<file path="config.mk">
export PLATFORM = sky130hd
export DESIGN_NAME = reorder_buffer
export DESIGN_NICKNAME = d
export VERILOG_FILES = /design/src/rtl/rob_pkg.sv /design/src/rtl/rob_ptrs.sv /design/src/rtl/rob_entries.sv /design/src/rtl/rob_retire.sv /design/src/rtl/reorder_buffer.sv
export SDC_FILE = /design/constraint.sdc
export NUM_CORES = 1
export LEC_CHECK = 0
export BUFFER_PORTS_ARGS = -buffer_cell sky130_fd_sc_hd__clkbuf_2
export CAP_MARGIN = 20
export CORE_MARGIN = 2
export CORE_UTILIZATION = 59
export DETAILED_ROUTE_END_ITERATION = 6
export GPL_ROUTABILITY_DRIVEN = 0
export PLACE_DENSITY_LB_ADDON = 0.05
export SYNTH_ARGS = -nofsm -noshare
export SYNTH_HDL_FRONTEND = slang
export SYNTH_SLANG_ARGS = --single-unit
</file>
<file path="constraint.sdc">
create_clock -name clk -period 5.6 [get_ports clk]
set_input_delay 1.68 -clock clk [delete_from_list [all_inputs] [get_ports clk]]
set_output_delay 1.68 -clock clk [all_outputs]
set_load 0.03 [all_outputs]
</file>
<file path="src/rtl/rob_pkg.sv">
package rob_pkg;

  typedef enum logic [1:0] {
    KIND_REG    = 2'd0,
    KIND_STORE  = 2'd1,
    KIND_BRANCH = 2'd2
  } rob_kind_e;

  typedef enum logic [1:0] {
    CAUSE_NONE = 2'd0,
    CAUSE_EXC  = 2'd1,
    CAUSE_MISP = 2'd2,
    CAUSE_IRQ  = 2'd3
  } rob_cause_e;

endpackage

</file>
<file path="src/rtl/rob_ptrs.sv">
module rob_ptrs #(
  parameter int DEPTH = 8,
  localparam int IDX_W = $clog2(DEPTH)
) (
  input  logic             clk,
  input  logic             rst_n,
  input  logic             push,
  input  logic             pop,
  input  logic             flush,
  output logic [IDX_W-1:0] head_idx,
  output logic [IDX_W-1:0] tail_idx,
  output logic [IDX_W:0]   occ,
  output logic             full,
  output logic             empty
);

  // extra top bit toggles on each lap so equal indices can mean full or empty
  logic [IDX_W:0] head_q, tail_q;

  always_ff @(posedge clk or negedge rst_n) begin
    if (!rst_n) begin
      head_q <= '0;
      tail_q <= '0;
    end else if (flush) begin
      tail_q <= head_q;
    end else begin
      if (push) tail_q <= tail_q + 1'b1;
      if (pop)  head_q <= head_q + 1'b1;
    end
  end

  assign head_idx = head_q[IDX_W-1:0];
  assign tail_idx = tail_q[IDX_W-1:0];
  assign occ      = tail_q - head_q;
  assign empty    = (head_q == tail_q);
  assign full     = (head_q[IDX_W] != tail_q[IDX_W]) &&
                    (head_q[IDX_W-1:0] == tail_q[IDX_W-1:0]);

endmodule

</file>
<file path="src/rtl/rob_entries.sv">
module rob_entries #(
  parameter int DEPTH  = 8,
  parameter int REG_W  = 5,
  parameter int DATA_W = 32,
  localparam int IDX_W = $clog2(DEPTH)
) (
  input  logic              clk,
  input  logic              rst_n,
  input  logic              alloc_en,
  input  logic [IDX_W-1:0]  alloc_idx,
  input  logic [1:0]        alloc_kind,
  input  logic [REG_W-1:0]  alloc_dest,
  input  logic              wb_en,
  input  logic [IDX_W-1:0]  wb_idx,
  input  logic [DATA_W-1:0] wb_data,
  input  logic              wb_exc,
  input  logic              wb_misp,
  input  logic [IDX_W-1:0]  rd_idx,
  output logic              rd_done,
  output logic              rd_exc,
  output logic              rd_misp,
  output logic [1:0]        rd_kind,
  output logic [REG_W-1:0]  rd_dest,
  output logic [DATA_W-1:0] rd_data
);

  logic [DEPTH-1:0] done_v, exc_v, misp_v;
  logic [1:0]        kind_a [DEPTH];
  logic [REG_W-1:0]  dest_a [DEPTH];
  logic [DATA_W-1:0] data_a [DEPTH];

  for (genvar g = 0; g < DEPTH; g++) begin : g_slot
    logic              done_r, exc_r, misp_r;
    logic [1:0]        kind_r;
    logic [REG_W-1:0]  dest_r;
    logic [DATA_W-1:0] data_r;
    logic              hit_alloc, hit_wb;

    assign hit_alloc = alloc_en && (alloc_idx == IDX_W'(g));
    assign hit_wb    = wb_en && (wb_idx == IDX_W'(g));

    always_ff @(posedge clk or negedge rst_n) begin
      if (!rst_n) begin
        done_r <= 1'b0;
        exc_r  <= 1'b0;
        misp_r <= 1'b0;
      end else if (hit_alloc) begin
        done_r <= 1'b0;
        exc_r  <= 1'b0;
        misp_r <= 1'b0;
      end else if (hit_wb) begin
        done_r <= 1'b1;
        exc_r  <= wb_exc;
        misp_r <= wb_misp;
      end
    end

    always_ff @(posedge clk) begin
      if (hit_alloc) begin
        kind_r <= alloc_kind;
        dest_r <= alloc_dest;
      end
      if (hit_wb && !hit_alloc) data_r <= wb_data;
    end

    assign done_v[g] = done_r;
    assign exc_v[g]  = exc_r;
    assign misp_v[g] = misp_r;
    assign kind_a[g] = kind_r;
    assign dest_a[g] = dest_r;
    assign data_a[g] = data_r;
  end

  assign rd_done = done_v[rd_idx];
  assign rd_exc  = exc_v[rd_idx];
  assign rd_misp = misp_v[rd_idx];
  assign rd_kind = kind_a[rd_idx];
  assign rd_dest = dest_a[rd_idx];
  assign rd_data = data_a[rd_idx];

endmodule

</file>
<file path="src/rtl/rob_retire.sv">
module rob_retire
  import rob_pkg::*;
#(
  parameter int                REG_W      = 5,
  parameter int                DATA_W     = 32,
  parameter logic [DATA_W-1:0] HANDLER_PC = '0
) (
  input  logic              empty,
  input  logic              head_done,
  input  logic              head_exc,
  input  logic              head_misp,
  input  logic [DATA_W-1:0] head_data,
  input  logic              irq,
  input  logic              commit_ready,
  output logic              commit_valid,
  output logic              pop,
  output logic              flush_valid,
  output logic [1:0]        flush_cause,
  output logic [DATA_W-1:0] flush_pc
);

  logic head_ok;
  assign head_ok = !empty && head_done;

  always_comb begin
    commit_valid = 1'b0;
    flush_valid  = 1'b0;
    flush_cause  = CAUSE_NONE;
    flush_pc     = '0;
    if (irq) begin
      flush_valid = 1'b1;
      flush_cause = CAUSE_IRQ;
      flush_pc    = HANDLER_PC;
    end else if (head_ok && head_exc) begin
      flush_valid = 1'b1;
      flush_cause = CAUSE_EXC;
      flush_pc    = HANDLER_PC;
    end else if (head_ok && head_misp) begin
      flush_valid = 1'b1;
      flush_cause = CAUSE_MISP;
      flush_pc    = head_data;
    end else begin
      commit_valid = head_ok;
    end
  end

  assign pop = commit_valid && commit_ready;

endmodule

</file>
<file path="src/rtl/reorder_buffer.sv">
module reorder_buffer
  import rob_pkg::*;
#(
  parameter int                DEPTH      = 8,
  parameter int                REG_W      = 5,
  parameter int                DATA_W     = 32,
  parameter logic [DATA_W-1:0] HANDLER_PC = DATA_W'(32'h0000_0100),
  localparam int IDX_W = $clog2(DEPTH)
) (
  input  logic              clk,
  input  logic              rst_n,
  input  logic              alloc_valid,
  output logic              alloc_ready,
  input  logic [1:0]        alloc_kind,
  input  logic [REG_W-1:0]  alloc_dest,
  output logic [IDX_W-1:0]  alloc_tag,
  input  logic              wb_valid,
  input  logic [IDX_W-1:0]  wb_tag,
  input  logic [DATA_W-1:0] wb_data,
  input  logic              wb_exc,
  input  logic              wb_misp,
  output logic              commit_valid,
  input  logic              commit_ready,
  output logic [IDX_W-1:0]  commit_tag,
  output logic [1:0]        commit_kind,
  output logic [REG_W-1:0]  commit_dest,
  output logic [DATA_W-1:0] commit_data,
  input  logic              irq,
  output logic              flush_valid,
  output logic [1:0]        flush_cause,
  output logic [DATA_W-1:0] flush_pc
);

  logic [IDX_W-1:0]  head_idx, tail_idx;
  logic [IDX_W:0]    occ;
  logic              full, empty, push, pop, wb_en;
  logic              head_done, head_exc, head_misp;
  logic [DATA_W-1:0] head_data;

  assign alloc_ready = !full && !flush_valid;
  assign push        = alloc_valid && alloc_ready;
  assign wb_en       = wb_valid && !flush_valid;
  assign alloc_tag   = tail_idx;
  assign commit_tag  = head_idx;
  assign commit_data = head_data;

  rob_ptrs #(.DEPTH(DEPTH)) u_ptrs (
    .clk      (clk),
    .rst_n    (rst_n),
    .push     (push),
    .pop      (pop),
    .flush    (flush_valid),
    .head_idx (head_idx),
    .tail_idx (tail_idx),
    .occ      (occ),
    .full     (full),
    .empty    (empty)
  );

  rob_entries #(.DEPTH(DEPTH), .REG_W(REG_W), .DATA_W(DATA_W)) u_entries (
    .clk        (clk),
    .rst_n      (rst_n),
    .alloc_en   (push),
    .alloc_idx  (tail_idx),
    .alloc_kind (alloc_kind),
    .alloc_dest (alloc_dest),
    .wb_en      (wb_en),
    .wb_idx     (wb_tag),
    .wb_data    (wb_data),
    .wb_exc     (wb_exc),
    .wb_misp    (wb_misp),
    .rd_idx     (head_idx),
    .rd_done    (head_done),
    .rd_exc     (head_exc),
    .rd_misp    (head_misp),
    .rd_kind    (commit_kind),
    .rd_dest    (commit_dest),
    .rd_data    (head_data)
  );

  rob_retire #(.REG_W(REG_W), .DATA_W(DATA_W), .HANDLER_PC(HANDLER_PC)) u_retire (
    .empty        (empty),
    .head_done    (head_done),
    .head_exc     (head_exc),
    .head_misp    (head_misp),
    .head_data    (head_data),
    .irq          (irq),
    .commit_ready (commit_ready),
    .commit_valid (commit_valid),
    .pop          (pop),
    .flush_valid  (flush_valid),
    .flush_cause  (flush_cause),
    .flush_pc     (flush_pc)
  );

endmodule

</file>
Word level (Yosys, flattened, before mapping)
Cells that the tools add are included.
{ "op_classes": {"n_addsub": 2, "magnitude_cmp": 2, "eq_ne": 17, "n_mux": 77, "bitwise": 2, "n_reduce_logical": 55} }
{ "ops": {"columns": ["cell", "n"], "rows": [
  ["$mux 32", 5],
  ["$bmux 32 s3", 1],
  ["$mux 1", 57],
  ["$logic_and 1x1->1", 32],
  ["$eq 3x3->1 const B", 8],
  ["$reduce_bool 2->1", 9],
  ["$bmux 5 s3", 1],
  ["$eq 3x2->1 const B", 4],
  ["$logic_not 1->1", 11],
  ["$mux 2", 5],
  ["$mux 5", 2],
  ["$bmux 1 s3", 3],
  ["$add 4x1->4 const B", 2],
  ["$mux 4", 2],
  ["$bmux 2 s3", 1],
  ["$eq 3x1->1 const B", 2],
  ["$logic_not 3->1", 2],
  ["$eq 4x4->1", 1],
  ["$ge 4x4->1 const B", 1],
  ["$lt 3x4->1 const B", 1],
  ["$not 3->4", 1],
  ["$eq 3x3->1", 1],
  ["$reduce_and 2->1", 1],
  ["$ne 1x1->1", 1],
  ["$not 1->1", 1]
]} }
{ "totals": {"reg_bits": 344} }

Logic depth before layout (Yosys ltp)
{ "logic_depth": {"word_depth": 13, "depth_mapped": 10, "ltp_nobuf": 7} }

By module
From an unflattened synthesis, not the netlist that was laid out.
{ "unflattened": {"hier_cells": 673, "area_unflattened_um2": 13870.8} }
{ "by_module_without_submodules": {"columns": ["mod", "n_inst", "cells_each", "area_each_um2", "seq_area_each_um2"], "rows": [
  ["rob_entries", 1, 564, 12959.9, 9969.6],
  ["rob_ptrs", 1, 56, 548.0, 200.2],
  ["rob_retire", 1, 50, 340.3, 0.0],
  ["reorder_buffer", 1, 3, 22.5, 0.0]
]} }

Least setup slack after synthesis
OpenSTA, ideal clock, no wires.
{ "synth_path": {"path_type": "input-to-output", "startpoint": "input irq", "endpoint": "output commit_valid", "arrival_time_ps": 3021, "slack_ps": 899, "stages": 3, "cell_sequence": "buf_1 -> a21o_1 -> nor3b_1"} }
{ "synth_via": {"elab_chain_cells": 1} }
{ "synth_lines": {"columns": ["element", "line_no", "source"], "rows": [
  ["from (decl)", "reorder_buffer.sv:28", "input logic irq,"],
  ["$mux 1", "rob_retire.sv:30", "if (irq) begin"],
  ["to (decl)", "reorder_buffer.sv:22", "output logic commit_valid,"]
]} }
No other way between the ends.

Worst setup path after layout
{ "layout_path": {"startpoint": "register u_ptrs.head_q[1]", "endpoint": "output flush_pc[19]"} }
{ "layout_via": {"elab_chain_cells": 7, "elab_cells_between_ends": 18} }
{ "layout_lines": {"columns": ["element", "line_no", "source"], "rows": [
  ["from (decl)", "rob_ptrs.sv:18", "logic [IDX_W:0] head_q, tail_q;"],
  ["from (signal assigned)", "rob_ptrs.sv:28", "if (pop) head_q <= head_q + 1'b1;"],
  ["$not 3->4 (implied by the code), or another cell as far along", "rob_entries.sv:79", "assign rd_data = data_a[rd_idx];"],
  ["$bmux 32 s3, or another cell as far along", "rob_entries.sv:79", null],
  ["$mux 32 (implied by the code) / $logic_and 1x1->1 (equally long branches)", "rob_entries.sv:79, rob_retire.sv:23", null],
  ["$mux 32 (implied by the code) / $logic_and 1x1->1 (equally long branches)", "rob_entries.sv:79, rob_retire.sv:38", null],
  ["$mux 32", "rob_retire.sv:38", "end else if (head_ok && head_misp) begin"],
  ["$mux 32 *", "rob_retire.sv:34", "end else if (head_ok && head_exc) begin"],
  ["$mux 32 *", "rob_retire.sv:30", null],
  ["to (decl)", "reorder_buffer.sv:31", "output logic [DATA_W-1:0] flush_pc"]
]} }
Mark *: on every way between the ends. The rest lies on a longest branch, timed or not. The select of a mux whose other input is x is not followed.

==> impl_metrics.json <==
{
  "run_status": "completed",
  "grt_max_degree": 70,
  "total_neg_setup_slack_ns": 0,
  "drc_errors": 0,
  "clk_transition_reported_paths_ns": 0.06,
  "dr.first_iter.drc_count": 380,
  "cts_root_buf": "clkbuf_16",
  "postPlaceCellArea_um2": 14900,
  "design.die.area_um2": 24800,
  "fin_cells": 1173,
  "p_comb_share_pct": 32.7,
  "tightest_slew_ns": 1.02,
  "clock_share_of_power_pct": 29.0,
  "layout.filler_cells": 1530,
  "grt_antenna_before_repair": 0,
  "start_util_pct": 59.6,
  "clkLatencyLatePin_ns": 0.52,
  "drive_gt1_share_pct": 40.6,
  "vias_post_dr": 6819,
  "clock_path_buffers": 3,
  "post_cts.repair.setup_buffers": 0,
  "first_pass_grt_wire_length_mm": 41.7,
  "post_synth_num_cell_types": 42,
  "port_buffers": 131,
  "synth-seq-cells": 344,
  "route.met2.wl_mm": 13.7,
  "yosys_warnings": 0,
  "finalHoldWorstSlack_ns": 0.505,
  "timing.slew.headroom_pct": 32.3,
  "vias_per_cell": 5.81,
  "crit_chain": "mux2i_1 -> a32oi_1 -> and4_1 -> and3b_1 -> nand2b_2 -> nor2b_1 -> clkbuf_2",
  "numClockSinks": 344,
  "p_per_area_nw_per_um2": 508,
  "count_of_h_tree_levels_built_during_cts": 2,
  "setup-violations-final": 0,
  "worst_clock_skew_ns": 0.0232,
  "areaGrowthSynthToFinish_pct": 16.2,
  "post_synth_instance_area_um2": 13900,
  "routed_wirelength_mm": 27.7,
  "pin_count": 132,
  "post_synthesis_net_count": 742,
  "finalHoldViolations": 0,
  "crit_path_max_fanout": 31,
  "cts_repair_resize_count": 0,
  "dpl.cell_count": 1107,
  "die_w_um": 158,
  "final_period_minus_worst_setup_slack_ns": 5.23,
  "p_leak_nw": 5.62,
  "cts_hold_repair.buffers": 0,
  "wl_per_cell_um": 23.6,
  "met3_wire_length_mm": 1.72,
  "final_net_count": 883,
  "grt_util_all_layers_pct": 23.2,
  "postRouteAntennaNets": 0,
  "critPathMaxStageDelay_ns": 0.63,
  "drv_cap": 0,
  "wl_met1_mm": 11.7,
  "sw_frac_of_total_pct": 32.6,
  "number_of_detailed_route_iterations_in_the_first_pass": 4,
  "setup.worst_path.start_class": "flop",
  "routed.top_layer": "met4",
  "timing.setup.critical_path_class": "reg2out",
  "power_report.internal_total_mw": 5.53,
  "switchingPower_mw": 2.67,
  "cts_inserted_buffers": 36,
  "cp_slowest_cell": "dfrtp_4",
  "finish.instance_area_um2": 16200,
  "timing_max_transition_violations_final": 0,
  "cp_data_arrival_time_ns": 3.55,
  "overflow": 0,
  "syn-instance-count": 685,
  "worst_path_dominant_cell_family": "simple AND/OR/NAND/NOR gates",
  "yosysSeqAreaShare_pct": 73.1,
  "fmax_mhz": 191,
  "post-layout-total-power_mw": 8.21,
  "cp-end-kind": "output pin",
  "tritoncts": "yes",
  "timing.final.crit_share_pct": 93.5,
  "grt_pass1_vias": 7014,
  "syn_area_per_cell_um2": 20.3,
  "worstHoldPathType": "reg2reg",
  "dpl.hpwl_mm": 15.7,
  "core_area_um2": 23300,
  "rsz0062_at_grt": "no",
  "cp.buffers_inverters": 1,
  "worst_ep_required_time_ns": 3.92,
  "peakVddDrop_mv": 0.446,
  "rows": 56,
  "die_height_um": 158,
  "sequentialPowerShare_pct": 38.3
}
tightest hold or removal path: cells and delay by family (launching register included):
family	cells	cell delay, ns
flops	1	0.34
simple gates	2	0.12
final cells by class:
cell class	count	area, um^2	share of cell area [%]
timing repair buffer	151	806	4.99
multi-input combinational	285	3530	21.9
tap	319	399	2.47
sequential	344	10200	63.0
clock buffer	43	980	6.07
clock inverter	22	223	1.38
inverter	8	30.0	0.186
antenna	1	2.50	0.0155
kinds of logic after synthesis:
kind of cell,share of synthesized area [%]
buffers and inverters,1.91
muxes,18.2
and+or+nand+nor,4.09
adders and majority gates,0.630
xor gates and xnor gates,0.567
AOI/OAI and AO/OA,1.47
DFF,73.1
worst paths after layout:
| path | slack, ns | startpoint | depth (start not counted) | endpoint |
|---|---|---|---|---|
| worst max register to register | 1.55 | u_ptrs.head_q[0] | 6 | u_entries.g_slot[6].data_r[27] |
| worst max-delay path | 0.37 | u_ptrs.head_q[1] | 7 | flush_pc[19] |
| worst min-delay path | 0.51 | u_entries.g_slot[0].done_r | 2 | u_entries.g_slot[0].done_r |
| worst min register to register | 0.51 | u_entries.g_slot[0].done_r | 2 | u_entries.g_slot[0].done_r |
| max in group asynchronous | 3.73 | rst_n | 1 | u_ptrs.head_q[1] |
| min in group asynchronous | 1.27 | rst_n | 1 | u_entries.g_slot[2].exc_r |
metrics by stage:
stage,util (%),setup slack [ns]
final,69.2,0.366
after global routing,69.2,0.177
after CTS,69.2,0.302
after floorplan,-,0.899
after detailed placement,64.1,0.724
after global placement,64.1,0.861
flip-flops by register name (all words and copies together), names as in the netlist:
signal,count
u_ptrs.head_q,4
u_entries.g_slot.kind_r,16
u_entries.g_slot.dest_r,40
u_entries.g_slot.exc_r,8
u_entries.g_slot.data_r,256
u_ptrs.tail_q,4
u_entries.g_slot.misp_r,8
u_entries.g_slot.done_r,8
cell usage after synthesis (all sizes together):
cell type	number	area, um^2
a211oi	1	12.5
ha	7	87.6
nand3b	3	22.5
nand4b	1	8.76
nand2b	4	25.0
nand2	8	30.0
xor2	1	8.76
mux2i	20	200
dfrtp	32	801
nand3	1	5.00
inv	8	30.0
a21o	1	7.51
buf	31	171
a2111oi	3	82.6
edfxtp	312	9370
and3b	1	8.76
o21a	1	7.51
xnor2	8	70.1
nand4	2	12.5
mux2	43	484
nor2	31	116
mux4	82	1850
o2111ai	1	8.76
a32oi	1	8.76
nor4	1	6.26
nor3b	2	15.0
a21oi	6	30.0
or2	2	12.5
a211o	3	26.3
and2	3	18.8
and3	6	37.5
nor2b	36	225
clkbuf	17	63.8
and4	1	8.76
o21ai	4	20.0
nor4b	1	15.0
routing by layer:
| layer | up-vias | GRT usage (%) |
|---|---|---|
| li1 | 3029 | - |
| met1 | 3548 | 32.3 |
| met2 | 201 | 37.7 |
| met3 | 41 | 4.54 |
| met4 | 0 | 7.06 |
| met5 | - | 0 |
power by group through the flow:
| stage | sequential, mW | combinational (mW) | clock (mW) |
|---|---|---|---|
| after CTS | 3.15 | 2.72 | 2.43 |
| after global routing | 3.17 | 2.87 | 2.52 |
| after detailed placement | 3.20 | 2.71 | 0 |
| after floorplan | 3.09 | 2.18 | 0 |
| final | 3.15 | 2.68 | 2.38 |
| after global placement | 3.18 | 2.67 | 0 |
cells in the final DEF, fill, tap and decap left out, types with 2 or more instances in the layout:
master and n:
a2111oi_4 3, a211o_1 3, a21oi_1 6, and2_1 3
and3_1 6, buf_4 20, bufinv_16 4, clkbuf_1 4
clkbuf_16 38, clkbuf_2 131, clkinv_1 7, clkinv_2 7
dfrtp_1 29, dfrtp_4 2, edfxtp_1 312, ha_1 7
inv_1 7, inv_6 2, mux2_1 2, mux2_2 41
mux2i_1 20, mux4_2 82, nand2_1 8, nand2b_1 3
nand3b_1 3, nand4_1 2, nor2_1 28, nor2_4 3
nor2b_1 31, nor2b_4 5, nor3b_1 2, o21ai_1 3
or2_1 2, xnor2_1 8
(Power assumes the default switching activity.)
